<file path="config.mk">
export PLATFORM = sky130hd
export DESIGN_NAME = input_cos_port
export DESIGN_NICKNAME = d
export VERILOG_FILES = /design/src/rtl/cosp_pkg.sv /design/src/rtl/cos_filter.sv /design/src/rtl/cos_flags.sv /design/src/rtl/input_cos_port.sv
export SDC_FILE = /design/constraint.sdc
export NUM_CORES = 1
export LEC_CHECK = 0
export ABC_CLOCK_PERIOD_IN_PS = 1160
export BUFFER_PORTS_ARGS = -buffer_cell sky130_fd_sc_hd__buf_2
export CORE_MARGIN = 2
export CORE_UTILIZATION = 48
export CTS_CLUSTER_DIAMETER = 40
export DETAILED_ROUTE_END_ITERATION = 6
export GPL_TIMING_DRIVEN = 1
export PLACE_DENSITY = 0.83
export SLEW_MARGIN = 25
export SYNTH_ARGS = -nofsm -noshare
export SYNTH_HDL_FRONTEND = slang
export SYNTH_SLANG_ARGS = --single-unit
</file>
<file path="constraint.sdc">
create_clock -name clk -period 1.16 [get_ports clk]
set_input_delay 0.174 -clock clk [delete_from_list [all_inputs] [get_ports clk]]
set_output_delay 0.174 -clock clk [all_outputs]
set_load 0.05 [all_outputs]
</file>
<file path="src/rtl/cosp_pkg.sv">
package cosp_pkg;
    typedef enum logic [1:0] {
        FLT_INIT   = 2'd0,
        FLT_STABLE = 2'd1,
        FLT_PEND   = 2'd2
    } flt_state_t;
endpackage

</file>
<file path="src/rtl/cos_filter.sv">
module cos_filter
    import cosp_pkg::*;
(
    input  logic clk,
    input  logic rst_n,
    input  logic stb_i,
    input  logic pin_i,
    output logic level_o,
    output logic chg_o
);
    flt_state_t state_q, state_d;
    logic       level_d;

    always_ff @(posedge clk or negedge rst_n) begin
        if (!rst_n) begin
            state_q <= FLT_INIT;
            level_o <= 1'b0;
        end else begin
            state_q <= state_d;
            level_o <= level_d;
        end
    end

    always_comb begin
        state_d = state_q;
        level_d = level_o;
        chg_o   = 1'b0;
        if (stb_i) begin
            unique case (state_q)
                FLT_INIT: begin
                    state_d = FLT_STABLE;
                    level_d = pin_i;
                end
                FLT_STABLE: begin
                    if (pin_i != level_o) state_d = FLT_PEND;
                end
                FLT_PEND: begin
                    state_d = FLT_STABLE;
                    if (pin_i != level_o) begin
                        level_d = pin_i;
                        chg_o   = 1'b1;
                    end
                end
                default: state_d = FLT_INIT;
            endcase
        end
    end

    assert_hold_no_strobe_R4: assert property (@(posedge clk) disable iff (!rst_n)
        !stb_i |=> $stable(level_o));
    assert_accept_flips_R4: assert property (@(posedge clk) disable iff (!rst_n)
        chg_o |=> (level_o != $past(level_o)));
    assert_glitch_kept_R5: assert property (@(posedge clk) disable iff (!rst_n)
        (stb_i && state_q == FLT_PEND && pin_i == level_o) |=> ($stable(level_o) && state_q == FLT_STABLE));
    assert_init_silent_R3: assert property (@(posedge clk) disable iff (!rst_n)
        (state_q == FLT_INIT) |-> !chg_o);
endmodule

</file>
<file path="src/rtl/cos_flags.sv">
module cos_flags #(
    parameter int W = 4
) (
    input  logic         clk,
    input  logic         rst_n,
    input  logic [W-1:0] set_i,
    input  logic         clr_i,
    output logic [W-1:0] flags_o
);
    always_ff @(posedge clk or negedge rst_n) begin
        if (!rst_n)     flags_o <= '0;
        else if (clr_i) flags_o <= set_i;
        else            flags_o <= flags_o | set_i;
    end

    assert_set_wins_R8: assert property (@(posedge clk) disable iff (!rst_n)
        (set_i != '0) |=> ((flags_o & $past(set_i)) == $past(set_i)));
    assert_clear_all_R7: assert property (@(posedge clk) disable iff (!rst_n)
        (clr_i && set_i == '0) |=> (flags_o == '0));
    assert_sticky_R7: assert property (@(posedge clk) disable iff (!rst_n)
        !clr_i |=> ((flags_o & $past(flags_o)) == $past(flags_o)));
endmodule

</file>
<file path="src/rtl/input_cos_port.sv">
module input_cos_port #(
    parameter int          PIN_W     = 7,
    parameter int          COS_W     = 4,
    parameter int          ADDR_W    = 4,
    parameter logic [3:0]  PORT_ADDR = 4'hD,
    parameter logic [3:0]  CHG_ADDR  = 4'h4
) (
    input  logic              clk,
    input  logic              rst_n,
    input  logic [PIN_W-1:0]  pins_i,
    input  logic              sample_stb_i,
    input  logic              rd_en_i,
    input  logic [ADDR_W-1:0] rd_addr_i,
    input  logic              irq_en_i,
    output logic [PIN_W:0]    rd_data_o,
    output logic              irq_o
);
    localparam int DATA_W = PIN_W + 1;

    logic [COS_W-1:0] levels;
    logic [COS_W-1:0] chg;
    logic [COS_W-1:0] flags;
    logic             port_sel;
    logic             chg_sel;

    assign port_sel = rd_en_i && (rd_addr_i == ADDR_W'(PORT_ADDR));
    assign chg_sel  = rd_en_i && (rd_addr_i == ADDR_W'(CHG_ADDR));

    for (genvar i = 0; i < COS_W; i++) begin : g_det
        cos_filter u_flt (
            .clk     (clk),
            .rst_n   (rst_n),
            .stb_i   (sample_stb_i),
            .pin_i   (pins_i[i]),
            .level_o (levels[i]),
            .chg_o   (chg[i])
        );
    end

    cos_flags #(.W(COS_W)) u_flags (
        .clk     (clk),
        .rst_n   (rst_n),
        .set_i   (chg),
        .clr_i   (chg_sel),
        .flags_o (flags)
    );

    always_comb begin
        rd_data_o = '0;
        if (port_sel)     rd_data_o = {1'b1, pins_i};
        else if (chg_sel) rd_data_o = DATA_W'({levels, flags});
    end

    assign irq_o = irq_en_i && (|flags);

    assert_port_msb_R1: assert property (@(posedge clk) disable iff (!rst_n)
        port_sel |-> rd_data_o[PIN_W]);
    assert_irq_gate_R9: assert property (@(posedge clk) disable iff (!rst_n)
        irq_o |-> irq_en_i);
    assert_idle_zero_R11: assert property (@(posedge clk) disable iff (!rst_n)
        !rd_en_i |-> (rd_data_o == '0));
endmodule

</file>
==> flow_metrics.tcl, run 1 <==
set metrics [dict create \
    r2r_slack_ns 0.05 \
    synth_edf_count 0 \
    pwr-share-clk_pct 11.6 \
    synth_top_family_by_area "compound AO/OA/AOI/OAI gates" \
    via_per_inst 5.915 \
    die_y_um 44.94 \
    die_w_um 44.94 \
    ant_nets 0 \
    worstSetupPathType "reg -> out" \
    area_delta_synth_final_pct 60.65 \
    worstMarginPinSlew_ns 0.3733 \
    fmax_mhz 660.7 \
    clock_sinks 16 \
    fin_crit_sh_pct 130.5 \
    synthArstFlopShare_pct 100.0 \
    initial_utilization_pct 52.19 \
    yosys_warnings 0 \
    yosysTopAreaCellShare_pct 49.77 \
    worstPathRequired_ns 0.99 \
    synth_cells 64 \
    synth_common_cells "dfrtp_1 (16), a22o_1 (7)" \
    coreArea_sq_um 1541 \
    totalWireLength_um 2084 \
    avgSynthCellArea_sq_um 12.57 \
    final_util_pct 83.85 \
    p_leak_uw 0.0005810 \
    drt_iter0_markers 10 \
    cts.clk_slew.worst_paths_ns 0.09 \
    antenna_found_initial 0 \
    final_nets 120 \
    status "finished with violations" \
    min_path_type "in -> reg" \
    ir_drop_mv 1.365 \
    yosys.area_share.xor_xnor_pct 4.355 \
    cts_tree "yes" \
    antennaDiodeCount 0 \
    drc 0 \
    fin_skew_ns 0.002493 \
    seq_area_frac_synth_pct 49.77 \
    port-buffer-count 24 \
    overflow 0 \
    violations "setup timing" \
    yosysMostFrequentCell "dfrtp_1" \
    grt_pass1_wl_um 3001 \
    drive_gt1_share_pct 58.82 \
    maxSlewViolCount 0 \
    finalInstanceArea_sq_um 1292 \
    setup_slack_ns -0.3535 \
    synthSimpleGateAreaFrac_pct 11.66 \
    multiInputGateArea_sq_um 516.7 \
    synth_top_area_cell "dfrtp_1" \
    die_area_sq_um 2020 \
    synth_compound_area_share_pct 22.40 \
    seqCellArea_sq_um 400.4 \
    clock-root-buffer "clkbuf_4" \
    hpwl_um 1229 \
    p_per_area_nw_per_um2 1959 \
    first_pass_iters 4 \
    cp-end-kind "output pin" \
    io_pins 25 \
    gp_congestion 0.7042 \
    place_area_sq_um 1007 \
    clock_latency_ns 0.29 \
    wl_per_cell_um 17.66 \
    cts-htree-levels 1 \
    synth_area_leaders "dfrtp_1 (50%), a22o_1 (7.6%), mux2_2 (5.6%), a32o_1 (5.0%), mux2i_1 (5.0%)" \
    cts_buffer_depth 2 \
    rsz0062_at_grt "yes" \
    finalSetupViolations 9 \
    final_cell_count_no_fill 118 \
    p_seq_share_pct 42.4 \
    combPwrFrac_pct 46.0 \
    synthAdderAreaFrac_pct 0 \
    ys_seq_elements 16 \
    final_hold_viol_count 0 \
    synthesis.nets 80 \
    synth.distinct_cells 18 \
    dr_total_vias 698 \
    hold_ws_ns 0.1899 \
    netlist_area_sq_um 804.5 \
    numCtsBuffers 3 \
    ys.flop_type "dfrtp_1" \
    p_int_uw 1613 \
    max-slew-margin-rel_pct 75.11 \
    p_sw_uw 919.2 \
    critPathArrivalTime_ns 1.34 \
    rows 14 \
    grt_use_total_pct 21.51 \
    grt_max_degree 17 \
    cp-start-kind "flop" \
    maxCapViolCount 0 \
    sw_frac_of_total_pct 36.30 \
    period_needed_ns 1.513 \
    fill_cells 79 \
    dpl.cell_count 109 \
    crit_fanout 2 \
    grt_pass1_vias 709 \
    power_uw 2532 \
    synth_mux_area_share_pct 10.58 \
]
==> worst max-delay path: stages (launching register included) <==
cell	delay (ns)
dfrtp_1	0.40
o41a_4	0.50
buf_8	0.16
==> layout by cell type, fill, tap and decap left out <==
cell type      instances
a21o_4                 1
a22o_2                 3
a22o_4                 4
a32o_1                 4
buf_2                 15
buf_4                  6
buf_6                  6
buf_8                  9
clkbuf_4               3
dfrtp_1               16
dlygate4sd3_1          1
mux2_2                 4
mux2i_1                4
nand2_1                1
nand3_1                4
nand3b_4               1
nor2_4                 1
nor2b_1                4
nor3_4                 1
o211ai_1               4
o21a_1                 4
o41a_4                 1
or3_4                  1
xor2_2                 2
xor2_4                 2
==> kinds of logic (layout without fill, tap and decap cells) <==
logic type / count (synthesis) / in the layout
AND/OR/NAND/NOR: 13 / 13
multiplexers: 8 / 8
AO/OA/AOI/OAI: 21 / 21
flip-flops: 16 / 16
XOR/XNOR: 4 / 4
buffers and inverters: 2 / 40
==> per-stage QoR <==
stage               setup TNS, ns  setup WS, ns
floorplan                 -0.1630      -0.02329
global placement          -0.7650      -0.09172
detailed placement         -1.249       -0.1549
CTS                        -1.449       -0.3603
global route               -1.794       -0.3780
finish                     -1.476       -0.3535
==> power by group through the flow <==
stage,clock (uW),sequential (uW),combinational [uW]
6_report,294,1070,1160
5_1_grt,325,1110,1240
4_1_cts,303,1050,1010
3_5_place_dp,0,1080,740
3_3_place_gp,0,1070,722
2_1_floorplan,0,1050,532
==> final timing paths <==
check                                           from                         to  cells past startpoint
hold reg to reg            g_det[2].u_flt.state_q[1]  g_det[2].u_flt.state_q[1]                      1
hold / removal                             pins_i[0]     g_det[0].u_flt.level_o                      2
max in group asynchronous                      rst_n     g_det[3].u_flt.level_o                      2
min in group asynchronous                      rst_n  g_det[2].u_flt.state_q[0]                      2
setup reg to reg              g_det[1].u_flt.level_o  g_det[1].u_flt.state_q[0]                      4
setup / recovery                  u_flags.flags_o[0]                      irq_o                      2
==> what timing repair did <==
action / CTS / global route
endpoints found under the hold margin: 16 / 0
resized for setup: 36 / 12
setup endpoints to repair: 9 / 16
pin swaps: 6 / 2
hold buffers: 1 / 0
setup buffers: 5 / 1
==> flip-flops by register name, summed over array words and instances, names as in the netlist <==
name and count:
g_det.u_flt.state_q 8, g_det.u_flt.level_o 4, u_flags.flags_o 4
==> metal layers <==
metal / GRT usage [%] / vias to the layer above / part of all wire (%)
met5: 0 / - / 0
met3: 5.200 / 4 / 3.3
met1: 23.90 / 345 / 41
met4: 12.35 / 0 / 1.4
met2: 37.14 / 24 / 55
li1: - / 325 / -
==> layout make-up <==
type,instances,area share (%)
flip-flops and latches,16,30.98
repair buffers,37,25.75
clock buffers,3,1.742
multi-input cells,46,39.98
well taps,16,1.549
(Power assumes the default switching activity.)
==> run 2: changes to the inputs <==
--- a/config.mk
+++ b/config.mk
@@ -13,7 +13,8 @@
 export DETAILED_ROUTE_END_ITERATION = 6
 export GPL_TIMING_DRIVEN = 1
 export PLACE_DENSITY = 0.83
-export SLEW_MARGIN = 25
+export SETUP_SLACK_MARGIN = 0.15
+export SLEW_MARGIN = 20
 export SYNTH_ARGS = -nofsm -noshare
 export SYNTH_HDL_FRONTEND = slang
 export SYNTH_SLANG_ARGS = --single-unit
==> constraint.sdc (replaced) <==
create_clock -name clk -period 1.16 [get_ports clk]
set_input_delay 0.232 -clock clk [delete_from_list [all_inputs] [get_ports clk]]
set_output_delay 0.232 -clock clk [all_outputs]
set_load 0.05 [all_outputs]
==> flow_metrics.tcl, run 2 (synthesis results as in run 1) <==
set metrics [dict create \
    final_util_pct 96.19 \
    drc 0 \
    totalWireLength_um 3445 \
    fin_skew_ns 0.003784 \
    min_path_type "in -> reg" \
    area_delta_synth_final_pct 84.29 \
    die_y_um 44.94 \
    hold_ws_ns 0.2561 \
    via_per_inst 6.469 \
    port-buffer-count 24 \
    mostFrequentLayoutCell "dfrtp_1" \
    antenna_found_initial 0 \
    drt_iter0_markers 20 \
    ir_drop_mv 1.852 \
    gp_congestion 0.7678 \
    fmax_mhz 621.6 \
    cts_tree "yes" \
    worstMarginPinSlew_ns 0.3538 \
    largest_reg_flops 8 \
    maxCapViolCount 0 \
    finalSetupViolations 13 \
    clock_latency_ns 0.28 \
    reg2reg_from "g_det[2].u_flt.level_o" \
    cts-htree-levels 1 \
    rows 14 \
    sw_frac_of_total_pct 38.78 \
    p_per_area_nw_per_um2 2133 \
    slowest_delay_ns 0.51 \
    p_leak_uw 0.0006828 \
    rsz0062_at_grt "yes" \
    r2r_slack_ns -0.18 \
    p_sw_uw 1226 \
    cts_buffer_depth 2 \
    drive_gt1_share_pct 71.43 \
    cp-startpoint "u_flags.flags_o[3]" \
    fin_crit_sh_pct 138.7 \
    power_uw 3163 \
    layout_common_cells "dfrtp_1 (15), buf_2 (14), buf_6 (11)" \
    final_nets 129 \
    numCtsBuffers 3 \
    overflow 0 \
    cp-end-kind "output pin" \
    combPwrFrac_pct 52.3 \
    cts.clk_slew.worst_paths_ns 0.10 \
    maxSlewViolCount 0 \
    first_pass_iters 4 \
    r2r_end "g_det[2].u_flt.state_q[0]" \
    grt_pass1_vias 876 \
    critPathArrivalTime_ns 1.38 \
    status "finished with violations" \
    largest-register "g_det.u_flt.state_q" \
    fill_cells 30 \
    coreArea_sq_um 1541 \
    critPathCapture "irq_o" \
    crit_path_top_delay_cell "o41a_4" \
    die_area_sq_um 2020 \
    cp-start-kind "flop" \
    crit_fanout 2 \
    worstPathRequired_ns 0.93 \
    ant_nets 0 \
    max-slew-margin-rel_pct 76.41 \
    violations "setup timing" \
    p_seq_share_pct 36.1 \
    grt_use_total_pct 29.63 \
    setup_slack_ns -0.4488 \
    grt_pass1_wl_um 4202 \
    io_pins 25 \
    worstPathCellList "o41a_4 > buf_8" \
    largest_registers "g_det.u_flt.state_q (8), g_det.u_flt.level_o (4), u_flags.flags_o (4)" \
    final_hold_viol_count 0 \
    initial_utilization_pct 52.19 \
    p_int_uw 1937 \
    period_needed_ns 1.609 \
    die_w_um 44.94 \
    clock_sinks 16 \
    clock-root-buffer "clkbuf_4" \
    reg2reg_depth 5 \
    dr_total_vias 828 \
    pwr-share-clk_pct 11.6 \
    wl_per_cell_um 26.91 \
    grt_max_degree 17 \
    antennaDiodeCount 0 \
    worstSetupPathType "reg -> out" \
]
## run 2: cell count changes in the layout (fill, tap and decap cells not counted), moves of 3 or more
cell,before,now
buf_6,6,11
buf_4,6,10
nor2b_1,4,0
nor2b_2,0,4
a22o_2,3,0
a22o_4,4,7
mux2_2,4,1
mux2_4,0,3
nand3_1,4,1
nand3_2,0,3
## run 2: metal layers
layer	wire length (um)	vias up	global-route usage, %	part of all wire (%)
li1	-	346	-	-
met1	1260	417	33.68	37
met2	1818	53	55.71	53
met3	229	12	7.200	6.6
met4	136	0	5.882	3.9
met5	0	-	0	0
## run 2: area by class of cell
type	count	area (sq um)	area share [%]
Clock buffer	4	36.28	2.447
Multi-Input combinational cell	46	590.6	39.83
Sequential cell	16	401.6	27.09
Tap cell	16	20.02	1.350
Timing Repair Buffer	46	434.2	29.28
## run 2: repair_timing
item | 4_1_cts | 5_1_grt
endpoints found under the hold margin | 16 | 0
hold buffers | 1 | 0
gates resized for setup | 40 | 15
setup buffers | 6 | 6
pin swaps | 15 | 10
setup endpoints to repair | 19 | 25
## run 2: how the worst min path moves through the flow
| stage | startpoint | end | cells past startpoint |
|---|---|---|---|
| floorplan | rst_n | g_det[0].u_flt.level_o | 0 |
| global placement | rst_n | g_det[3].u_flt.level_o | 1 |
| detailed placement | rst_n | g_det[3].u_flt.level_o | 1 |
| CTS | pins_i[3] | g_det[3].u_flt.level_o | 2 |
| global route | pins_i[3] | g_det[3].u_flt.level_o | 2 |
| finish | pins_i[3] | g_det[3].u_flt.level_o | 2 |
## run 2: per-stage QoR
step / worst slack (ns) / TNS, ns / instances / instance area [sq um]
final: -0.4488 / -2.787 / 128 / 1483
after global routing: -0.4826 / -3.224 / 128 / 1483
after CTS: -0.4131 / -2.126 / 122 / 1373
after detailed placement: -0.2556 / -2.401 / 111 / 1115
after global placement: -0.2287 / -2.116 / 111 / 1115
after floorplan: -0.08578 / -0.6870 / 64 / 904.6
## run 2: critical path, delay by kind of cell, from the launching register on
family	cells	cell delay, ns
buf+inv	1	0.16
compound gates	1	0.51
flops	1	0.42
## run 2: power by group through the flow
stage	Combinational [uW]	Clock (uW)	Sequential, uW
finish	1650	368	1140
CTS	1190	382	1080
global placement	786	0	1090
floorplan	551	0	1080
global route	1710	395	1160
detailed placement	817	0	1120
